### src/rtl/can_fc_pkg.sv
package can_fc_pkg;

    typedef enum logic [1:0] {
        ST_ACTIVE  = 2'd0,
        ST_PASSIVE = 2'd1,
        ST_BUSOFF  = 2'd2
    } fc_state_e;

    // bit 0 is tx_warn, bit 5 is bus_off
    typedef struct packed {
        logic bus_off;
        logic rx_pass;
        logic tx_pass;
        logic any_warn;
        logic rx_warn;
        logic tx_warn;
    } fc_flags_t;

    // flags that may raise the interrupt on entry (combined warning excluded)
    localparam fc_flags_t IRQ_MASK = '{bus_off: 1'b1, rx_pass: 1'b1, tx_pass: 1'b1,
                                       any_warn: 1'b0, rx_warn: 1'b1, tx_warn: 1'b1};

endpackage

### src/rtl/can_fc_counters.sv
module can_fc_counters #(
    parameter int TEC_W   = 9,
    parameter int REC_W   = 8,
    parameter int TX_STEP = 8
) (
    input  logic             clk,
    input  logic             rst,
    input  logic             tx_err,
    input  logic             rx_err,
    input  logic             tx_ok,
    input  logic             rx_ok,
    input  logic             freeze,
    input  logic             clear,
    output logic [TEC_W-1:0] tec,
    output logic [REC_W-1:0] rec
);
    localparam logic [TEC_W-1:0] TMAX  = '1;
    localparam logic [REC_W-1:0] RMAX  = '1;
    localparam logic [TEC_W-1:0] STEP  = TEC_W'(TX_STEP);
    localparam logic [TEC_W-1:0] TSAFE = TMAX - STEP;

    logic [TEC_W-1:0] tec_nxt;
    logic [REC_W-1:0] rec_nxt;

    always_comb begin
        tec_nxt = tec;
        if (tx_err)
            tec_nxt = (tec > TSAFE) ? TMAX : tec + STEP;
        else if (tx_ok && tec != '0)
            tec_nxt = tec - 1'b1;
    end

    always_comb begin
        rec_nxt = rec;
        if (rx_err)
            rec_nxt = (rec == RMAX) ? RMAX : rec + 1'b1;
        else if (rx_ok && rec != '0)
            rec_nxt = rec - 1'b1;
    end

    always_ff @(posedge clk) begin
        if (rst || clear) begin
            tec <= '0;
            rec <= '0;
        end else if (!freeze) begin
            tec <= tec_nxt;
            rec <= rec_nxt;
        end
    end

    p_tx_step_r2: assert property (@(posedge clk) disable iff (rst)
        (tx_err && !freeze && !clear && tec <= TSAFE) |=> (tec == $past(tec) + STEP));

    p_rec_sat_r3: assert property (@(posedge clk) disable iff (rst)
        (rx_err && !freeze && !clear && rec == RMAX) |=> (rec == RMAX));

    p_frozen_r6: assert property (@(posedge clk) disable iff (rst)
        (freeze && !clear) |=> ($stable(tec) && $stable(rec)));

endmodule

### src/rtl/can_fc_recovery.sv
module can_fc_recovery #(
    parameter int TEC_W     = 9,
    parameter int BOFF_LIM  = 256,
    parameter int RECOV_SEQ = 128
) (
    input  logic             clk,
    input  logic             rst,
    input  logic [TEC_W-1:0] tec,
    input  logic             rec11,
    output logic             boff,
    output logic             recover
);
    localparam int RC_W = $clog2(RECOV_SEQ + 1);
    localparam logic [TEC_W-1:0] BOFF_V = TEC_W'(BOFF_LIM);
    localparam logic [RC_W-1:0]  LAST   = RC_W'(RECOV_SEQ - 1);

    logic [RC_W-1:0] runs;

    assign boff    = (tec >= BOFF_V);
    assign recover = boff && rec11 && (runs == LAST);

    always_ff @(posedge clk) begin
        if (rst || !boff || recover)
            runs <= '0;
        else if (rec11)
            runs <= runs + 1'b1;
    end

    p_recov_clear_r7: assert property (@(posedge clk) disable iff (rst)
        recover |=> (tec == '0));

    p_runs_idle_r7: assert property (@(posedge clk) disable iff (rst)
        !boff |=> (runs == '0));

endmodule

### src/rtl/can_fc_status.sv
module can_fc_status
    import can_fc_pkg::*;
#(
    parameter int TEC_W    = 9,
    parameter int REC_W    = 8,
    parameter int WARN_LIM = 96,
    parameter int PASS_LIM = 128
) (
    input  logic             clk,
    input  logic             rst,
    input  logic [TEC_W-1:0] tec,
    input  logic [REC_W-1:0] rec,
    input  logic             boff,
    output fc_state_e        state,
    output fc_flags_t        flags,
    output logic             irq,
    output logic             active_frame,
    output logic             tx_disable
);
    localparam logic [TEC_W-1:0] TWARN = TEC_W'(WARN_LIM);
    localparam logic [TEC_W-1:0] TPASS = TEC_W'(PASS_LIM);
    localparam logic [REC_W-1:0] RWARN = REC_W'(WARN_LIM);
    localparam logic [REC_W-1:0] RPASS = REC_W'(PASS_LIM);

    fc_flags_t flags_q;

    always_comb begin
        flags.tx_warn  = (tec >= TWARN);
        flags.rx_warn  = (rec >= RWARN);
        flags.any_warn = flags.tx_warn || flags.rx_warn;
        flags.tx_pass  = (tec >= TPASS);
        flags.rx_pass  = (rec >= RPASS);
        flags.bus_off  = boff;
    end

    always_comb begin
        if (boff)
            state = ST_BUSOFF;
        else if (flags.tx_pass || flags.rx_pass)
            state = ST_PASSIVE;
        else
            state = ST_ACTIVE;
    end

    always_ff @(posedge clk) begin
        if (rst) flags_q <= '0;
        else     flags_q <= flags;
    end

    assign irq          = |(flags & ~flags_q & IRQ_MASK);
    assign active_frame = (state == ST_ACTIVE);
    assign tx_disable   = (state == ST_BUSOFF);

    p_irq_src_r10: assert property (@(posedge clk) disable iff (rst)
        irq |-> (flags != '0));

    p_pass_implies_warn_r8: assert property (@(posedge clk) disable iff (rst)
        flags.tx_pass |-> flags.tx_warn);

    p_frame_sel_r11: assert property (@(posedge clk) disable iff (rst)
        $onehot0({tx_disable, active_frame}));

endmodule

### src/rtl/can_fault_confine.sv
module can_fault_confine
    import can_fc_pkg::*;
#(
    parameter int TEC_W     = 9,
    parameter int REC_W     = 8,
    parameter int TX_STEP   = 8,
    parameter int WARN_LIM  = 96,
    parameter int PASS_LIM  = 128,
    parameter int BOFF_LIM  = 256,
    parameter int RECOV_SEQ = 128
) (
    input  logic             clk,
    input  logic             rst,
    input  logic             tx_err_i,
    input  logic             rx_err_i,
    input  logic             tx_ok_i,
    input  logic             rx_ok_i,
    input  logic             rec11_i,
    output logic [TEC_W-1:0] tec_o,
    output logic [REC_W-1:0] rec_o,
    output logic [1:0]       state_o,
    output logic [5:0]       flags_o,
    output logic             irq_o,
    output logic             active_frame_o,
    output logic             tx_disable_o
);
    logic      boff;
    logic      recover;
    fc_state_e state;
    fc_flags_t flags;

    can_fc_counters #(.TEC_W(TEC_W), .REC_W(REC_W), .TX_STEP(TX_STEP)) u_cnt (
        .clk(clk), .rst(rst),
        .tx_err(tx_err_i), .rx_err(rx_err_i), .tx_ok(tx_ok_i), .rx_ok(rx_ok_i),
        .freeze(boff), .clear(recover),
        .tec(tec_o), .rec(rec_o)
    );

    can_fc_recovery #(.TEC_W(TEC_W), .BOFF_LIM(BOFF_LIM), .RECOV_SEQ(RECOV_SEQ)) u_rcv (
        .clk(clk), .rst(rst), .tec(tec_o), .rec11(rec11_i),
        .boff(boff), .recover(recover)
    );

    can_fc_status #(.TEC_W(TEC_W), .REC_W(REC_W), .WARN_LIM(WARN_LIM),
                    .PASS_LIM(PASS_LIM)) u_sts (
        .clk(clk), .rst(rst), .tec(tec_o), .rec(rec_o), .boff(boff),
        .state(state), .flags(flags), .irq(irq_o),
        .active_frame(active_frame_o), .tx_disable(tx_disable_o)
    );

    assign state_o = state;
    assign flags_o = flags;

endmodule

### config.mk
export PLATFORM = sky130hd
export DESIGN_NAME = can_fault_confine
export DESIGN_NICKNAME = d
export VERILOG_FILES = /design/src/rtl/can_fc_pkg.sv /design/src/rtl/can_fc_counters.sv /design/src/rtl/can_fc_recovery.sv /design/src/rtl/can_fc_status.sv /design/src/rtl/can_fault_confine.sv
export SDC_FILE = /design/constraint.sdc
export NUM_CORES = 1
export LEC_CHECK = 0
export CAP_MARGIN = 10
export CORE_UTILIZATION = 47
export CTS_CLUSTER_DIAMETER = 80
export CTS_CLUSTER_SIZE = 25
export DETAILED_ROUTE_END_ITERATION = 8
export GPL_TIMING_DRIVEN = 0
export PLACE_DENSITY = 0.79
export SETUP_SLACK_MARGIN = 0.5
export SYNTH_ARGS = -nofsm -noshare
export SYNTH_HDL_FRONTEND = slang
export SYNTH_SLANG_ARGS = --single-unit
### constraint.sdc
create_clock -name clk -period 2.2 [get_ports clk]
set_clock_uncertainty 0.15 [all_clocks]
set_input_delay 0.66 -clock clk [delete_from_list [all_inputs] [get_ports clk]]
set_output_delay 0.66 -clock clk [all_outputs]
set_load 0.01 [all_outputs]
After elaboration in Yosys (flattened, before gate mapping)
Index checks and enable logic that the tools add are counted.
- input bits: 7
- logic and storage cells: 52
- register bits after elaboration: 31
- bitwise operators: 3
- reduce and logical (&&, ||, !) cells: 18
- equal/unequal tests: 3
- multiplexer cells: 8
- add/subtract/negate cells: 5
- $lt $le $gt $ge: 6
- operators by type and width (cell ; number):
    9-bit 2-to-1 mux ; 3
    8-bit 2-to-1 mux ; 3
    8-bit by 1-bit adder with 8-bit output (second input constant) ; 2
    9-bit by 4-bit adder with 9-bit output (second input constant) ; 1
    9-bit by 7-bit greater-or-equal comparator with 1-bit output (second input constant) ; 1
    9-bit by 8-bit greater-or-equal comparator with 1-bit output (second input constant) ; 1
    9-bit greater-or-equal comparator (second input constant) ; 1
    9-bit > comparator (second input constant) ; 1
    9-bit nonzero test ; 1
    9-bit by 1-bit subtractor with 9-bit output (second input constant) ; 1
    8-bit by 7-bit equality test with 1-bit output (second input constant) ; 1
    8-bit equality test (second input constant) ; 1
    8-bit by 7-bit greater-or-equal comparator with 1-bit output (second input constant) ; 1
    8-bit greater-or-equal comparator (second input constant) ; 1
    8-bit nonzero test ; 1
    8-bit by 1-bit subtractor with 8-bit output (second input constant) ; 1
    6-bit bitwise AND ; 1
    6-bit inverter ; 1
    1-bit logical OR ; 5
    5-bit OR reduction ; 1
    1-bit logical AND ; 4
    2-bit AND reduction ; 2
    2-bit nonzero test ; 2
    2-bit equality test (second input constant) ; 1
    5 further kinds ; 5

Depth between registers and ports, before layout
Gate-level depths: netlist (run 1).
- depth after elaboration: 5
- depth in mapped cells: 7
- gate-level depth less buffers: 7

Hierarchy
From an unflattened synthesis (run 1), not the netlist that was laid out.
- cell total of the unflattened synthesis: 259
- area, all modules: 2118.3 um^2
- modules (own cells, without submodules) (module ; times used ; cells an instance ; sequential area each (um^2) ; area each (um^2)):
    can_fc_counters ; 1 ; 185 ; 340.3 ; 1502.7
    can_fc_recovery ; 1 ; 44 ; 160.2 ; 392.9
    can_fc_status ; 1 ; 30 ; 100.1 ; 222.7

Worst setup path after synthesis (run 1)
OpenSTA, ideal clock, no wires.
- path kind: input to register
- start point: in rec11_i
- end point: reg u_cnt.rec[6]
- stages on the path: 5
- path slack: -18 ps
- buffers on the path: 2
- arrival time: 1922 ps
- cells stage by stage: clkbuf_2 nand3_1 o41ai_1 buf_2 a311oi_1
- cells in the longest elaborated chain, start to end: 3
- ends and longest elaborated chain (what ; line ; text):
    start, declared ; can_fault_confine.sv:18 ; input logic rec11_i,
    1-bit logical AND (2 in series) ; can_fc_recovery.sv:20 ; assign recover = boff && rec11 && (runs == LAST);
    1-bit logical OR ; can_fc_counters.sv:42 ; if (rst || clear) begin
    end signal, assigned ; can_fc_counters.sv:47 ; rec <= rec_nxt;
    end, declared ; can_fc_counters.sv:15 ; output logic [REC_W-1:0] rec
Every way passes these cells.
A chain may end at the register's enable or synchronous reset.

Worst setup path after layout (run 1)
- start point: reg u_cnt.tec[8]
- end point: out irq_o
- cells in the longest elaborated chain, start to end: 3
- elaborated cells on any way between the ends: 5
- ends and longest elaborated chain (what ; line ; text):
    start, declared ; can_fc_counters.sv:14 ; output logic [TEC_W-1:0] tec,
    start signal, assigned ; can_fc_counters.sv:46 ; tec <= tec_nxt;
    9-bit by 7-bit greater-or-equal comparator with 1-bit output (tied with other cells) ; can_fc_status.sv:28 ; flags.tx_warn = (tec >= TWARN);
    6-bit bitwise AND * ; can_fc_status.sv:50 ; assign irq = |(flags & ~flags_q & IRQ_MASK);
    5-bit OR reduction * ; can_fc_status.sv:50 ;
    end, declared ; can_fault_confine.sv:23 ; output logic irq_o,
Every way passes the cells marked *; elsewhere a longest branch is shown, timed or not.

==> flow_summary.toml, run 1 <==
[run_status]
status = "complete, but fails checks"
violations = "setup timing"

[sta]
setup_ws_ns = -0.1882
rsz0062_at_grt = "true"
slew-limit-headroom_pct = 58.28
fmax_mhz = 418.7
tightest_slew_ns = 0.6190
fin_crit_ns = 2.388
setup_viol = 9
report.final.hold_viol_count = 0
drv_slew = 0
fin_crit_sh_pct = 108.6

[place]
dp_cells = 305
post-place-ws_ns = -0.3578
gp_congestion = 0.8748
portBuffers = 31
dp_hpwl_um = 3033

[synth]
ys_seq_area_share_pct = 32.70
syn_inst = 226
synthArstFlopShare_pct = 0
synth-seq-cells = 30
synth_fp_nets = 243
synth.avg_cell_area_sq_um = 8.127
netlist_area_sq_um = 1837
synth_enable_flop_cells = 0
yosysWarnings = 0
ys_types = 50
ys.flop_type = "dfxtp_1"

[min_path]
whs_endpoint = "u_rcv.runs[6]"
hold_class = "reg -> reg"
hold_depth = 2
min-delay-start = "u_rcv.runs[6]"

[drt]
drc = 0
wirelength_um = 6574
ant_nets = 0
drtIter0Drc = 214
vias = 2168
wl_per_cell_um = 18.21
routed_via_density = 6.006
first_pass_iters = 6

[power_and_ir_drop]
leakage_nw = 1.320
power_frac_comb_pct = 53.1
p_sw_share_pct = 37.15
seq_power_share_pct = 29.2
p_int_mw = 1.502
p_sw_mw = 0.8881
power_density_nw_per_um2 = 777.0
p_clk_share_pct = 17.7
ir_drop_v = 0.0004581

[die]
row_count = 22
die_y_um = 64.52
die_area_sq_um = 4162
initial_utilization_pct = 49.43
die_x_um = 64.52
core-area_sq_um = 3716
io_pins = 35

[final_layout]
drive_above_1_share_pct = 53.99
final_nets = 329
fillers = 192
final_cells = 361
diodes = 0
syn2layout_area_growth_pct = 67.51

[worst_setup_path]
r2r-start = "u_cnt.tec[3]"
required_ns = 1.39
crit_path_end_kind = "primary output"
worstPathMaxFanout = 3
reg2regPathDepth = 6
r2r_slack_ns = -0.14
r2r-end = "u_cnt.tec[6]"
cp.arrival_ns = 1.58
worst_setup_path_start_kind = "flop"
path_class = "reg -> out"
cp-startpoint = "u_cnt.tec[8]"

[grt]
grt_max_degree = 11
overflow = 0
grt_pass1_vias = 1988
grt_util_all_layers_pct = 29.71
grt_antenna_before_repair = 0
grt_pass1_wl_um = 9425

[clock_network]
path_clk_slew_ns = 0.06
cts.htree.levels = 2
clock_tree.root_cell = "clkbuf_8"
cts_inserted_buffers = 5
clk_latency_ns = 0.29
tritoncts = "built"
clock_path_buffers = 2
cts_sinks = 30

[flow_run]
maxCapViolations = 0
==> power by group through the flow <==
stage / combinational, mW / clock, mW / sequential [mW]
CTS: 1.07 / 0.434 / 0.688
floorplan: 0.489 / 0 / 0.722
finish: 1.27 / 0.423 / 0.699
detailed placement: 0.778 / 0 / 0.717
global route: 1.34 / 0.457 / 0.705
global placement: 0.773 / 0 / 0.715
==> area by class of cell <==
cell class	count	area (sq um)	area share, %
Sequential cell	30	649.4	21.11
Buffer	16	175.2	5.693
Multi-Input combinational cell	165	1361	44.25
Tap cell	48	60.06	1.952
Clock buffer	8	80.08	2.603
Inverter	15	63.81	2.074
Timing Repair Buffer	79	686.9	22.33
==> sequential cells by signal (all words and copies together), names as in the netlist <==
signal,cells
u_cnt.rec,8
u_cnt.tec,9
u_sts.flags_q,5
u_rcv.runs,8
==> layout by cell type, fill, tap and decap left out, drive strengths merged, types with 2 or more instances in the layout <==
cell type / synthesis / routed
dlygate4sd2: 0 / 3
a21boi: 3 / 3
nand2: 17 / 17
and2: 3 / 3
nor2: 35 / 35
xnor2: 5 / 5
clkbuf: 10 / 19
dfxtp: 30 / 30
o21ai: 9 / 9
nand2b: 5 / 5
mux2i: 4 / 4
clkdlybuf4s15: 0 / 2
nor4: 3 / 3
ha: 10 / 10
nor2b: 3 / 3
a311oi: 6 / 6
a2111oi: 2 / 2
inv: 15 / 15
xor2: 6 / 6
o41ai: 2 / 2
a31oi: 4 / 4
buf: 6 / 78
nand3: 5 / 5
nand4: 8 / 8
or3: 6 / 6
a21oi: 8 / 8
a211oi: 5 / 5
==> cell usage after synthesis, types with 2 or more instances <==
master / instances / share of area [%]
o41ai_1: 2 / 0.95
nor2b_1: 3 / 1.0
dfxtp_1: 30 / 33
clkbuf_1: 6 / 1.2
xor2_1: 6 / 2.9
a31oi_1: 4 / 1.4
clkbuf_2: 2 / 0.54
xnor2_1: 5 / 2.4
ha_1: 10 / 6.8
a21oi_1: 8 / 2.2
nand2b_1: 5 / 1.7
a311oi_1: 6 / 2.9
buf_4: 2 / 0.82
nand2_1: 17 / 3.5
nor2_1: 35 / 7.2
a21boi_0: 2 / 0.82
a211oi_1: 4 / 1.6
and2_1: 2 / 0.68
mux2i_1: 4 / 2.2
nor4_1: 3 / 1.0
inv_1: 15 / 3.1
nand3_1: 5 / 1.4
or3_1: 5 / 1.7
buf_2: 2 / 0.54
o21ai_0: 9 / 2.5
nand4_1: 8 / 2.7
buf_6: 2 / 1.2
clkbuf_8: 2 / 1.5
==> per-stage QoR <==
stage	util [%]	hold WS (ns)	setup TNS (ns)	total power [mW]	instance area, sq um
5_1_grt	82.79	0.3785	-1.523	2.507	3077
4_1_cts	78.48	0.3502	-0.5726	2.194	2917
6_report	82.79	0.3450	-0.9484	2.391	3077
3_5_place_dp	63.03	0.3406	-2.331	1.495	2342
2_1_floorplan	-	0.3075	0	1.211	1972
3_3_place_gp	63.03	0.3249	-2.331	1.488	2342
==> layer usage <==
layer  part of all wire (%)  track usage, %  up-vias
met5                      0               0        -
met4                    3.2           15.00        0
met2                     49           47.37      133
met3                    8.4           8.099       26
met1                     39           36.49     1027
li1                       -               -      982
==> repair_timing <==
| action | 4_1_cts | 5_1_grt |
|---|---|---|
| setup endpoints to repair | 51 | 41 |
| hold buffers | 0 | 0 |
| gates resized for setup | 172 | 50 |
| gates cloned | 0 | 0 |
| pin swaps | 17 | 14 |
| buffers inserted | 41 | 7 |
| hold endpoints to repair | 0 | 0 |
==> critical path: stages, from the launching register on <==
cell       delay, ns
dfxtp_2         0.33
buf_8           0.12
clkbuf_16       0.13
nor2_4          0.10
and2_4          0.18
nor2_2          0.04
a211oi_2        0.15
o21ai_1         0.10
buf_2           0.15
==> worst max path at each step <==
stage / end / depth (start not counted)
final: irq_o / 8
after global routing: irq_o / 8
after CTS: irq_o / 8
after detailed placement: irq_o / 8
after global placement: irq_o / 8
after floorplan: u_cnt.rec[7] / 6
==> kinds of logic after synthesis <==
family	share of synthesized area (%)
compound gates	18.32
xor+xnor	5.245
fa+ha+maj	6.812
buf+inv	8.923
flops	32.70
mux	2.793
simple gates	25.20
(Power assumes the default switching activity.)
==> run 2, diff against run 1 <==
--- a/config.mk
+++ b/config.mk
@@ -6,12 +6,14 @@
 export NUM_CORES = 1
 export LEC_CHECK = 0
 export CAP_MARGIN = 10
-export CORE_UTILIZATION = 47
+export CELL_PAD_IN_SITES_DETAIL_PLACEMENT = 0
+export CELL_PAD_IN_SITES_GLOBAL_PLACEMENT = 1
+export CORE_UTILIZATION = 34
 export CTS_CLUSTER_DIAMETER = 80
 export CTS_CLUSTER_SIZE = 25
 export DETAILED_ROUTE_END_ITERATION = 8
 export GPL_TIMING_DRIVEN = 0
-export PLACE_DENSITY = 0.79
+export PLACE_DENSITY = 0.78
 export SETUP_SLACK_MARGIN = 0.5
 export SYNTH_ARGS = -nofsm -noshare
 export SYNTH_HDL_FRONTEND = slang
==> constraint.sdc (replaced) <==
create_clock -name clk -period 2.04 [get_ports clk]
set_clock_uncertainty 0.15 [all_clocks]
set_input_delay 0.612 -clock clk [delete_from_list [all_inputs] [get_ports clk]]
set_output_delay 0.612 -clock clk [all_outputs]
set_load 0.01 [all_outputs]
==> run 2 against run 1 <==
  * The run still ends with setup timing left
  * Utilization is 14 points lower
  * Sequential cell count unchanged
  * Largest cell class unchanged
  * Total power up 27%
==> flow_summary.toml, run 2 (synthesis gave the netlist of run 1 again) <==
[run_status]
status = "complete, but fails checks"
violations = "setup timing"

[final_layout]
drive_above_1_share_pct = 61.98
diodes = 0
final_common_cell = "buf_6"
most-common-layout-cells = "buf_6 (50), buf_4 (42), nor2_1 (27)"
syn2layout_area_growth_pct = 91.76
regMostFlops = "u_cnt.tec"
top_regs = "u_cnt.tec x9, u_cnt.rec x8, u_rcv.runs x8"
final_nets = 350
largest_register_ffs = 9

[place]
gp_congestion = 0.8460
dp_hpwl_um = 3260
post-place-ws_ns = -0.4692
portBuffers = 31

[worst_setup_path]
crit_path_end_kind = "primary output"
worstPathMaxFanout = 3
reg2regPathDepth = 6
worst_setup_path_start_kind = "flop"
cp_slowest_cell = "dfxtp_2"
cpMostUsedCell = "buf_6"
cp.arrival_ns = 1.59
crit_path_cell_trace = "buf_8, clkbuf_16, nor2_4, inv_2, nor2_4, buf_6, buf_6, buf_6, buf_6, buf_6"
slowest_delay_ns = 0.33
required_ns = 1.28
path_class = "reg -> out"

[sta]
drv_slew = 0
setup_ws_ns = -0.3170
rsz0062_at_grt = "true"
setup_viol = 9
tightest_slew_ns = 0.4624
fin_crit_sh_pct = 115.5
slew-limit-headroom_pct = 69.17
fmax_mhz = 424.3
whs_ns = 0.3389
report.final.hold_viol_count = 0
fin_crit_ns = 2.357

[power_and_ir_drop]
ir_drop_v = 0.0005587
p_sw_mw = 1.095
p_clk_share_pct = 18.7
p_int_mw = 1.952
power_frac_comb_pct = 56.4
p_sw_share_pct = 35.94
seq_power_share_pct = 24.9
leakage_nw = 1.509
power_density_nw_per_um2 = 865.1

[clock_network]
tritoncts = "built"
clock_path_buffers = 2
path_clk_slew_ns = 0.07
clk_latency_ns = 0.28
cts.htree.levels = 2
hold_buffers = 0
cts_sinks = 30
cts_inserted_buffers = 5
clock_tree.root_cell = "clkbuf_8"

[die]
die_x_um = 75.50
core-area_sq_um = 5140
die_area_sq_um = 5700
row_count = 26
die_y_um = 75.50
initial_utilization_pct = 35.74
io_pins = 35

[grt]
overflow = 0
grt_util_all_layers_pct = 22.37
grt_pass1_wl_um = 9487
grt_antenna_before_repair = 0
grt_pass1_vias = 1907
grt_max_degree = 12

[drt]
first_pass_iters = 5
routed_via_density = 5.386
wl_per_cell_um = 17.00
drtIter0Drc = 187
wirelength_um = 6869
ant_nets = 0
drc = 0
vias = 2176

[flow_run]
maxCapViolations = 0

[min_path]
hold_depth = 2
hold_class = "reg -> reg"
[run 2: final timing paths]
check,slack [ns],to,startpoint
hold / removal,0.34,u_rcv.runs[6],u_rcv.runs[6]
setup reg to reg,-0.03,u_cnt.rec[7],u_cnt.rec[2]
hold reg to reg,0.34,u_rcv.runs[6],u_rcv.runs[6]
setup / recovery,-0.32,active_frame_o,u_cnt.tec[8]
[run 2: routing by layer]
| layer | part of all wire [%] | wire length (um) | global-route usage [%] | vias to the layer above |
|---|---|---|---|---|
| li1 | - | - | - | 1018 |
| met1 | 41 | 2808 | 28.20 | 1045 |
| met2 | 51 | 3498 | 39.29 | 97 |
| met3 | 5.5 | 380 | 3.968 | 16 |
| met4 | 2.6 | 181 | 5.967 | 0 |
| met5 | 0 | 0 | 0 | - |
[run 2: worst max-delay path: cells and delay by family (launching register included)]
| kind | cells | cell delay, ns |
|---|---|---|
| simple gates | 2 | 0.24 |
| flops | 1 | 0.33 |
| buf+inv | 8 | 0.75 |
[run 2: timing repair]
item | CTS | global route
buffers inserted | 56 | 12
resized for setup | 207 | 50
gates cloned | 1 | 0
setup endpoints to repair | 52 | 43
pin swaps | 30 | 23
[run 2: power groups by stage]
stage	clock network (mW)	logic [mW]	registers (mW)
after floorplan	0	0.540	0.782
after global placement	0	0.858	0.781
after detailed placement	0	0.863	0.778
after CTS	0.579	1.38	0.745
after global routing	0.611	1.82	0.765
final	0.570	1.72	0.757
[run 2: per-stage QoR]
step	std cells	power, mW	utilization [%]	TNS [ns]	instance area, sq um
after detailed placement	327	1.641	47.20	-5.010	2426
after global routing	404	3.191	68.52	-1.920	3522
final	404	3.047	68.52	-1.360	3522
after CTS	392	2.701	62.39	-1.443	3207
after floorplan	226	1.322	-	0	2028
after global placement	327	1.638	47.20	-5.206	2426
[run 2: layout make-up]
cell class                      count  area, sq um
Multi-Input combinational cell    165         1476
Inverter                           15        66.31
Timing Repair Buffer              100        937.1
Sequential cell                    30        659.4
Tap cell                           70        87.58
Fill cell                         416         1618
Clock inverter                      2        15.01
Buffer                             16        186.4
Clock buffer                        6        93.84
==> run 3, diff against run 2 <==
--- a/config.mk
+++ b/config.mk
@@ -10,7 +10,7 @@
 export CELL_PAD_IN_SITES_GLOBAL_PLACEMENT = 1
 export CORE_UTILIZATION = 34
 export CTS_CLUSTER_DIAMETER = 80
-export CTS_CLUSTER_SIZE = 25
+export CTS_CLUSTER_SIZE = 20
 export DETAILED_ROUTE_END_ITERATION = 8
 export GPL_TIMING_DRIVEN = 0
 export PLACE_DENSITY = 0.78
==> results of run 3 <==
Same layout as run 2: the final DEF is identical, and so are final timing and power.
